**src/rtl/m1_strobe_ctl.sv**
```systemverilog
module m1_strobe_ctl #(
  parameter int          DW        = 8,
  parameter int          TW        = 2,
  parameter logic [DW-1:0] PREFIX_OP = 8'hED,
  parameter logic [DW-1:0] RETURN_OP = 8'h4D
) (
  input  logic          clk,
  input  logic          rst,
  input  logic          wr_en,
  input  logic [DW-1:0] wr_data,
  output logic [DW-1:0] rd_data,
  input  logic          cyc_valid,
  input  logic [TW-1:0] cyc_type,
  input  logic [DW-1:0] op_byte,
  output logic          m1_n
);
  localparam logic [TW-1:0] T_OTHER = 2'b00;
  localparam logic [TW-1:0] T_FETCH = 2'b01;
  localparam logic [TW-1:0] T_INTA  = 2'b10;
  localparam logic [TW-1:0] T_NMIA  = 2'b11;
  localparam int EN_BIT  = DW - 1;
  localparam int IOC_BIT = DW - 3;

  logic en_q, ioc_q;
  logic prefix_seen, nmi_prev;
  logic is_fetch, is_inta, is_nmia, refetch, m1_act;

  assign is_fetch = cyc_type == T_FETCH;
  assign is_inta  = cyc_type == T_INTA;
  assign is_nmia  = cyc_type == T_NMIA;
  assign refetch  = is_fetch && prefix_seen && (op_byte == RETURN_OP);

  always_comb begin
    m1_act = 1'b0;
    if (is_inta)
      m1_act = 1'b1;
    else if (en_q)
      m1_act = is_fetch || (is_nmia && !nmi_prev);
    else
      m1_act = refetch;
  end

  always_ff @(posedge clk) begin
    if (rst) begin
      en_q  <= 1'b1;
      ioc_q <= 1'b1;
    end else if (wr_en) begin
      en_q  <= wr_data[EN_BIT];
      ioc_q <= wr_data[IOC_BIT];
    end
  end

  always_ff @(posedge clk) begin
    if (rst) begin
      prefix_seen <= 1'b0;
      nmi_prev    <= 1'b0;
      m1_n        <= 1'b1;
    end else if (cyc_valid) begin
      prefix_seen <= is_fetch && (op_byte == PREFIX_OP);
      nmi_prev    <= is_nmia;
      m1_n        <= !m1_act;
    end
  end

  always_comb begin
    rd_data          = '1;
    rd_data[EN_BIT]  = en_q;
    rd_data[IOC_BIT] = ioc_q;
  end

  wire unused_t = (cyc_type == T_OTHER);
endmodule

```
**config.mk**
```make
export PLATFORM = sky130hd
export DESIGN_NAME = m1_strobe_ctl
export DESIGN_NICKNAME = d
export VERILOG_FILES = /design/src/rtl/m1_strobe_ctl.sv
export SDC_FILE = /design/constraint.sdc
export NUM_CORES = 1
export LEC_CHECK = 0
export BUFFER_PORTS_ARGS = -buffer_cell sky130_fd_sc_hd__buf_4
export CAP_MARGIN = 40
export CORE_AREA = 2 2 39 41
export CTS_CLUSTER_DIAMETER = 60
export DETAILED_ROUTE_END_ITERATION = 10
export DIE_AREA = 0 0 41 43
export SLEW_MARGIN = 15
export SYNTH_ARGS = -nofsm -noshare
export SYNTH_HDL_FRONTEND = slang
export SYNTH_SLANG_ARGS = --single-unit
```
**constraint.sdc**
```tcl
create_clock -name clk -period 2.14 [get_ports clk]
set_input_delay 0.214 -clock clk [delete_from_list [all_inputs] [get_ports clk]]
set_output_delay 0.214 -clock clk [all_outputs]
set_load 0.02 [all_outputs]
```
# Yosys cells after proc, flatten, opt, wreduce, memory -nomap -nowiden
# Index checks and enable logic that the tools add are counted.
[totals]
register_bits = 5
in_bits = 22
out_inout_bits = 9
wordCells = 19
[op_classes]
eq_ne = 5
mux = 2
n_reduce_logical = 7
[ops]
columns = ["cell", "count"]
rows = [
  ["8-bit by 7-bit equality test with 1-bit output, second input constant", 1],
  ["8-bit equality test, second input constant", 1],
  ["2-bit equality test, second input constant", 2],
  ["1-bit logical AND", 4],
  ["2-bit by 1-bit equality test with 1-bit output, second input constant", 1],
  ["1-bit zero test", 2],
  ["1-bit two-way mux", 2],
  ["1-bit logical OR", 1],
]

# Depth between registers and ports, before layout
[logic_depth]
depth_word = 6
depth_mapped = 3
ltp_nobuf = 3

# Worst setup path after synthesis
# Ideal clock, no wire load.
[synth_timing]
path_kind = "in2reg"
startpoint = "input port op_byte[1]"
endpoint = "register m1_n"
setup_ns = 0.122
t_arrival_ns = 0.898
required_ns = 2.018
setup_slack_ns = 1.120
path_stages = 3
n_path_buf = 0
cell_sequence = "and4bb_2 > a41oi_1 > a221o_1"
[synth_via]
elab_chain_cells = 5
[synth_rtl]
columns = ["item", "line_no", "source"]
rows = [
  ["start: declaration", "14", "input logic [DW-1:0] op_byte,"],
  ["8-bit by 7-bit equality test with 1-bit output", "31", "assign refetch = is_fetch && prefix_seen && (op_byte == RETURN_OP);"],
  ["1-bit logical AND", "31", ""],
  ["1-bit two-way mux", "37", "else if (en_q)"],
  ["1-bit two-way mux", "35", "if (is_inta)"],
  ["1-bit zero test", "61", "m1_n <= !m1_act;"],
  ["end signal: assignment", "61", ""],
  ["end: declaration", "15", "output logic m1_n"],
]
# Every way passes these cells.
# A chain may end at the register's enable or synchronous reset.

# Final worst setup path
[layout_timing]
startpoint = "register en_q"
endpoint = "output port rd_data[7]"
[layout_lines]
columns = ["item", "line_no", "source"]
rows = [
  ["start: declaration", "24", "logic en_q, ioc_q;"],
  ["start signal: assignment", "48", "en_q <= wr_data[EN_BIT];"],
  ["end: declaration", "11", "output logic [DW-1:0] rd_data,"],
]
# No word-level cell between the ends.

==> impl_results.html <==
<table>
<tr><th>Metric</th><th>Value</th></tr>
<tr><th colspan="2">STA</th></tr>
<tr><td>Final cycle utilization of the critical path</td><td>44.8%</td></tr>
<tr><td>Fmax</td><td>1040 MHz</td></tr>
<tr><td>Number of pins with negative max-slew slack in the final report</td><td>0</td></tr>
<tr><td>Final critical-path required period</td><td>roughly 0.96 ns</td></tr>
<tr><td>Post-route clock skew</td><td>0.000933 ns</td></tr>
<tr><td>Number of setup violations in the final report</td><td>0</td></tr>
<tr><td>Hold slack final</td><td>around 0.17 ns</td></tr>
<tr><td>Final Hold Violating Endpoints</td><td>0</td></tr>
<tr><td>Total negative setup slack</td><td>0 ns</td></tr>
<tr><td>RSZ-0062 raised after global routing</td><td>no</td></tr>
<tr><td>PnR worst setup slack</td><td>1.18 ns</td></tr>
<tr><th colspan="2">Drt</th></tr>
<tr><td>Vias/cell</td><td>4.19</td></tr>
<tr><td>Initial DRT Pass Iterations</td><td>2</td></tr>
<tr><td>Total DRC errors in the routed layout</td><td>0</td></tr>
<tr><td>First DRT Iteration DRCs</td><td>2</td></tr>
<tr><td>Routed length per placed instance</td><td>9.50 um</td></tr>
<tr><td>Post-DRT Antenna Nets</td><td>0</td></tr>
<tr><td>Total detailed-routing wirelength</td><td>646 um</td></tr>
<tr><td>Vias after detailed routing</td><td>285</td></tr>
<tr><th colspan="2">Synth</th></tr>
<tr><td>Gate count after technology mapping</td><td>33</td></tr>
<tr><td>Average cell area after synthesis</td><td>8.83 um^2</td></tr>
<tr><td>Top-area cell type share of the netlist area</td><td>34.3%</td></tr>
<tr><td>Post-synthesis instance area</td><td>a little under 300 um^2</td></tr>
<tr><td>Number of warnings printed during yosys synthesis</td><td>0</td></tr>
<tr><td>Share of the yosys chip area belonging to registers</td><td>34.3%</td></tr>
<tr><td>Unique cell type count in the Yosys netlist</td><td>17</td></tr>
<tr><td>Number of synthesized register bits</td><td>5</td></tr>
<tr><td>Top area cells in the synthesized netlist</td><td>sky130_fd_sc_hd__dfxtp_1, sky130_fd_sc_hd__buf_4, sky130_fd_sc_hd__nor2b_1, sky130_fd_sc_hd__a211o_1, sky130_fd_sc_hd__and4bb_2</td></tr>
<tr><td>Most area-hungry cell type in the Yosys netlist</td><td>sky130_fd_sc_hd__dfxtp_1</td></tr>
<tr><th colspan="2">Clock network</th></tr>
<tr><td>Quantity of gates resized following cts</td><td>0</td></tr>
<tr><td>Clock root buffer master</td><td>sky130_fd_sc_hd__clkbuf_4</td></tr>
<tr><td>Total CTS buffers</td><td>3</td></tr>
<tr><td>Buffers inserted during post-CTS setup optimization</td><td>0</td></tr>
<tr><td>Clock-pin slew on the worst setup and hold paths</td><td>0.04 ns</td></tr>
<tr><td>CTS tree</td><td>done</td></tr>
<tr><td>Clock tree sinks</td><td>5</td></tr>
<tr><td>Clock insertion delay at the later pin of the skew report</td><td>0.24 ns</td></tr>
<tr><td>Clock Path Buffers</td><td>2</td></tr>
<tr><td>Hold buffer count at CTS</td><td>0</td></tr>
<tr><td>H-tree lvl count</td><td>1</td></tr>
<tr><th colspan="2">Layout</th></tr>
<tr><td>Area overhead of the layout relative to synthesis</td><td>48.1%</td></tr>
<tr><td>Seq. cell area</td><td>100 um^2</td></tr>
<tr><td>Number of nets in the layout</td><td>75</td></tr>
<tr><td>ANT cells</td><td>0</td></tr>
<tr><td>Total area of multi-input combinational cells</td><td>roughly 150 um^2</td></tr>
<tr><td>Final Cell Area</td><td>432 um^2</td></tr>
<tr><td>Fraction of layout instances using a drive strength above 1</td><td>between 40 and 50%</td></tr>
<tr><td>Fill cell count</td><td>approximately 160</td></tr>
<tr><th colspan="2">GRT</th></tr>
<tr><td>Antenna violations before repair</td><td>0</td></tr>
<tr><td>Overflow left after global routing</td><td>0</td></tr>
<tr><td>Overall track demand over capacity in global routing</td><td>7.43%</td></tr>
<tr><td>Wire length of the first global-routing pass</td><td>around 850 um</td></tr>
<tr><td>Pin count of the biggest net entering global routing</td><td>6</td></tr>
<tr><td>Number of global-route vias before repair</td><td>236</td></tr>
<tr><th colspan="2">Setup path</th></tr>
<tr><td>Worst path required time</td><td>1.93 ns</td></tr>
<tr><td>Reg2Reg Capture Point</td><td>m1_n</td></tr>
<tr><td>Depth of the worst register-to-register path</td><td>2</td></tr>
<tr><td>Critical path origin</td><td>en_q</td></tr>
<tr><td>Startpoint types</td><td>flop</td></tr>
<tr><td>Endpoint arrival time on the critical path</td><td>about 0.75 ns</td></tr>
<tr><td>Highest-delay cell along the critical path</td><td>sky130_fd_sc_hd__dfxtp_1</td></tr>
<tr><td>CP Class</td><td>flop to primary output</td></tr>
<tr><td>FF-to-FF Start</td><td>prefix_seen</td></tr>
<tr><td>Crit-path max FO</td><td>3</td></tr>
<tr><td>CP Cell Sequence</td><td>buf_4</td></tr>
<tr><td>Reg-to-reg setup timing slack</td><td>1.27 ns</td></tr>
<tr><td>Largest stage delay on the critical path</td><td>0.35 ns</td></tr>
<tr><td>Critical Path End Type</td><td>primary output</td></tr>
<tr><td>Number of buffer and inverter instances along the worst setup path</td><td>1</td></tr>
<tr><td>Largest delay share family, worst path</td><td>flip-flops</td></tr>
<tr><th colspan="2">Hold path</th></tr>
<tr><td>Hold Crit Start</td><td>rst</td></tr>
<tr><td>Worst hold path depth</td><td>2</td></tr>
<tr><td>Worst hold endpoint</td><td>nmi_prev</td></tr>
<tr><td>Tightest Hold Check Type</td><td>input port to flop</td></tr>
<tr><th colspan="2">Floorplanning</th></tr>
<tr><td>Effective utilization at floorplan</td><td>21.1%</td></tr>
<tr><td>Width of the die</td><td>about 41 um</td></tr>
<tr><td>Placeable core region</td><td>1380 um^2</td></tr>
<tr><td># IOs</td><td>31</td></tr>
<tr><td>Die Y-Extent</td><td>43 um</td></tr>
<tr><td>Full die area</td><td>1760 um^2</td></tr>
<tr><td>Rows</td><td>14</td></tr>
<tr><th colspan="2">Power and ir drop</th></tr>
<tr><td>Max rail drop VDD</td><td>around 0.28 mV</td></tr>
<tr><td>Pwr dens</td><td>about 620 nW/um^2</td></tr>
<tr><td>Leakage power</td><td>0.209 nW</td></tr>
<tr><th colspan="2">Place</th></tr>
<tr><td>DP HPWL</td><td>511 um</td></tr>
<tr><td>Cell Area, Placed</td><td>405 um^2</td></tr>
<tr><td>Post-Place Setup Slack</td><td>roughly 0.97 ns</td></tr>
<tr><td>PortBufs</td><td>18</td></tr>
<tr><td>Routability Congestion</td><td>~0.65</td></tr>
<tr><th colspan="2">Outcome</th></tr>
<tr><td>Status</td><td>complete, no violations</td></tr>
<tr><th colspan="2">Job</th></tr>
<tr><td>Maximum capacitance violations</td><td>0</td></tr>
</table>
worst max-delay path by stage:
stage	cells past startpoint	slack, ns	to
2_1_floorplan	3	1.12	m1_n
3_3_place_gp	4	0.96	m1_n
3_5_place_dp	4	0.97	m1_n
4_1_cts	1	1.17	rd_data[7]
5_1_grt	1	1.13	rd_data[7]
6_report	1	1.18	rd_data[7]
layer usage:
| metal | part of all wire (%) | GRT usage [%] | vias up | routed length (um) |
|---|---|---|---|---|
| met1 | 38 | 8.04 | 121 | 243 |
| met5 | 0 | 0 | - | 0 |
| li1 | - | - | 144 | - |
| met2 | 43 | 10.6 | 20 | 281 |
| met3 | 19 | 3.14 | 0 | 120 |
| met4 | 0 | 6.00 | 0 | 0 |
cells by family (layout without fill, tap and decap cells):
group                  count (synthesis)  after routing  share of synthesized area [%]
DFF                                    5              5                           34.3
other                                  1              6                           1.29
buffers and inverters                  9             23                           21.9
AOI/OAI and AO/OA                      7              7                           19.3
and+or+nand+nor                       11             11                           23.2
flip-flops by register name, indices dropped and copies added, names as in the netlist:
signal       flops
en_q             1
nmi_prev         1
m1_n             1
prefix_seen      1
ioc_q            1
area by class of cell:
cell class / count / area share (%)
Inverter: 1 / 0.870
Timing Repair Buffer: 18 / 31.3
Tap cell: 16 / 4.64
Multi-Input combinational cell: 24 / 33.9
Sequential cell: 5 / 23.2
Clock buffer: 4 / 6.09
Yosys cell counts (all sizes together):
cell type  number
a211o           2
a21oi           1
a221o           1
a31oi           1
a32oi           1
a41oi           1
and3            1
and4b           1
and4bb          1
buf             8
conb            1
dfxtp           5
inv             1
nand2           2
nand3           1
nor2            2
nor2b           3
placed cells by master (no fill, tap or decap):
cell                       instances
sky130_fd_sc_hd__buf_4            18
sky130_fd_sc_hd__conb_1            6
sky130_fd_sc_hd__dfxtp_1           5
sky130_fd_sc_hd__nor2b_1           3
sky130_fd_sc_hd__clkbuf_4          3
sky130_fd_sc_hd__nand2_1           2
sky130_fd_sc_hd__nor2_1            2
sky130_fd_sc_hd__a211o_1           2
sky130_fd_sc_hd__inv_1             1
sky130_fd_sc_hd__a31oi_1           1
sky130_fd_sc_hd__and4bb_2          1
sky130_fd_sc_hd__and4b_1           1
sky130_fd_sc_hd__a41oi_1           1
sky130_fd_sc_hd__a221o_1           1
sky130_fd_sc_hd__and3_1            1
sky130_fd_sc_hd__a32oi_1           1
sky130_fd_sc_hd__nand3_1           1
sky130_fd_sc_hd__a21oi_1           1
sky130_fd_sc_hd__clkbuf_1          1
power by group:
part	switching (mW)	internal [mW]
Combinational	0.0278	0.0303
Sequential	0.00275	0.0984
Clock	0.0374	0.0704
through the flow:
stage,util [%],total power [mW],instances
floorplan,-,0.140,38
global placement,29.3,0.161,64
detailed placement,29.3,0.161,64
CTS,31.2,0.274,68
global route,31.2,0.290,68
finish,31.2,0.267,68
Note: power is estimated with default switching activity, not from simulation.
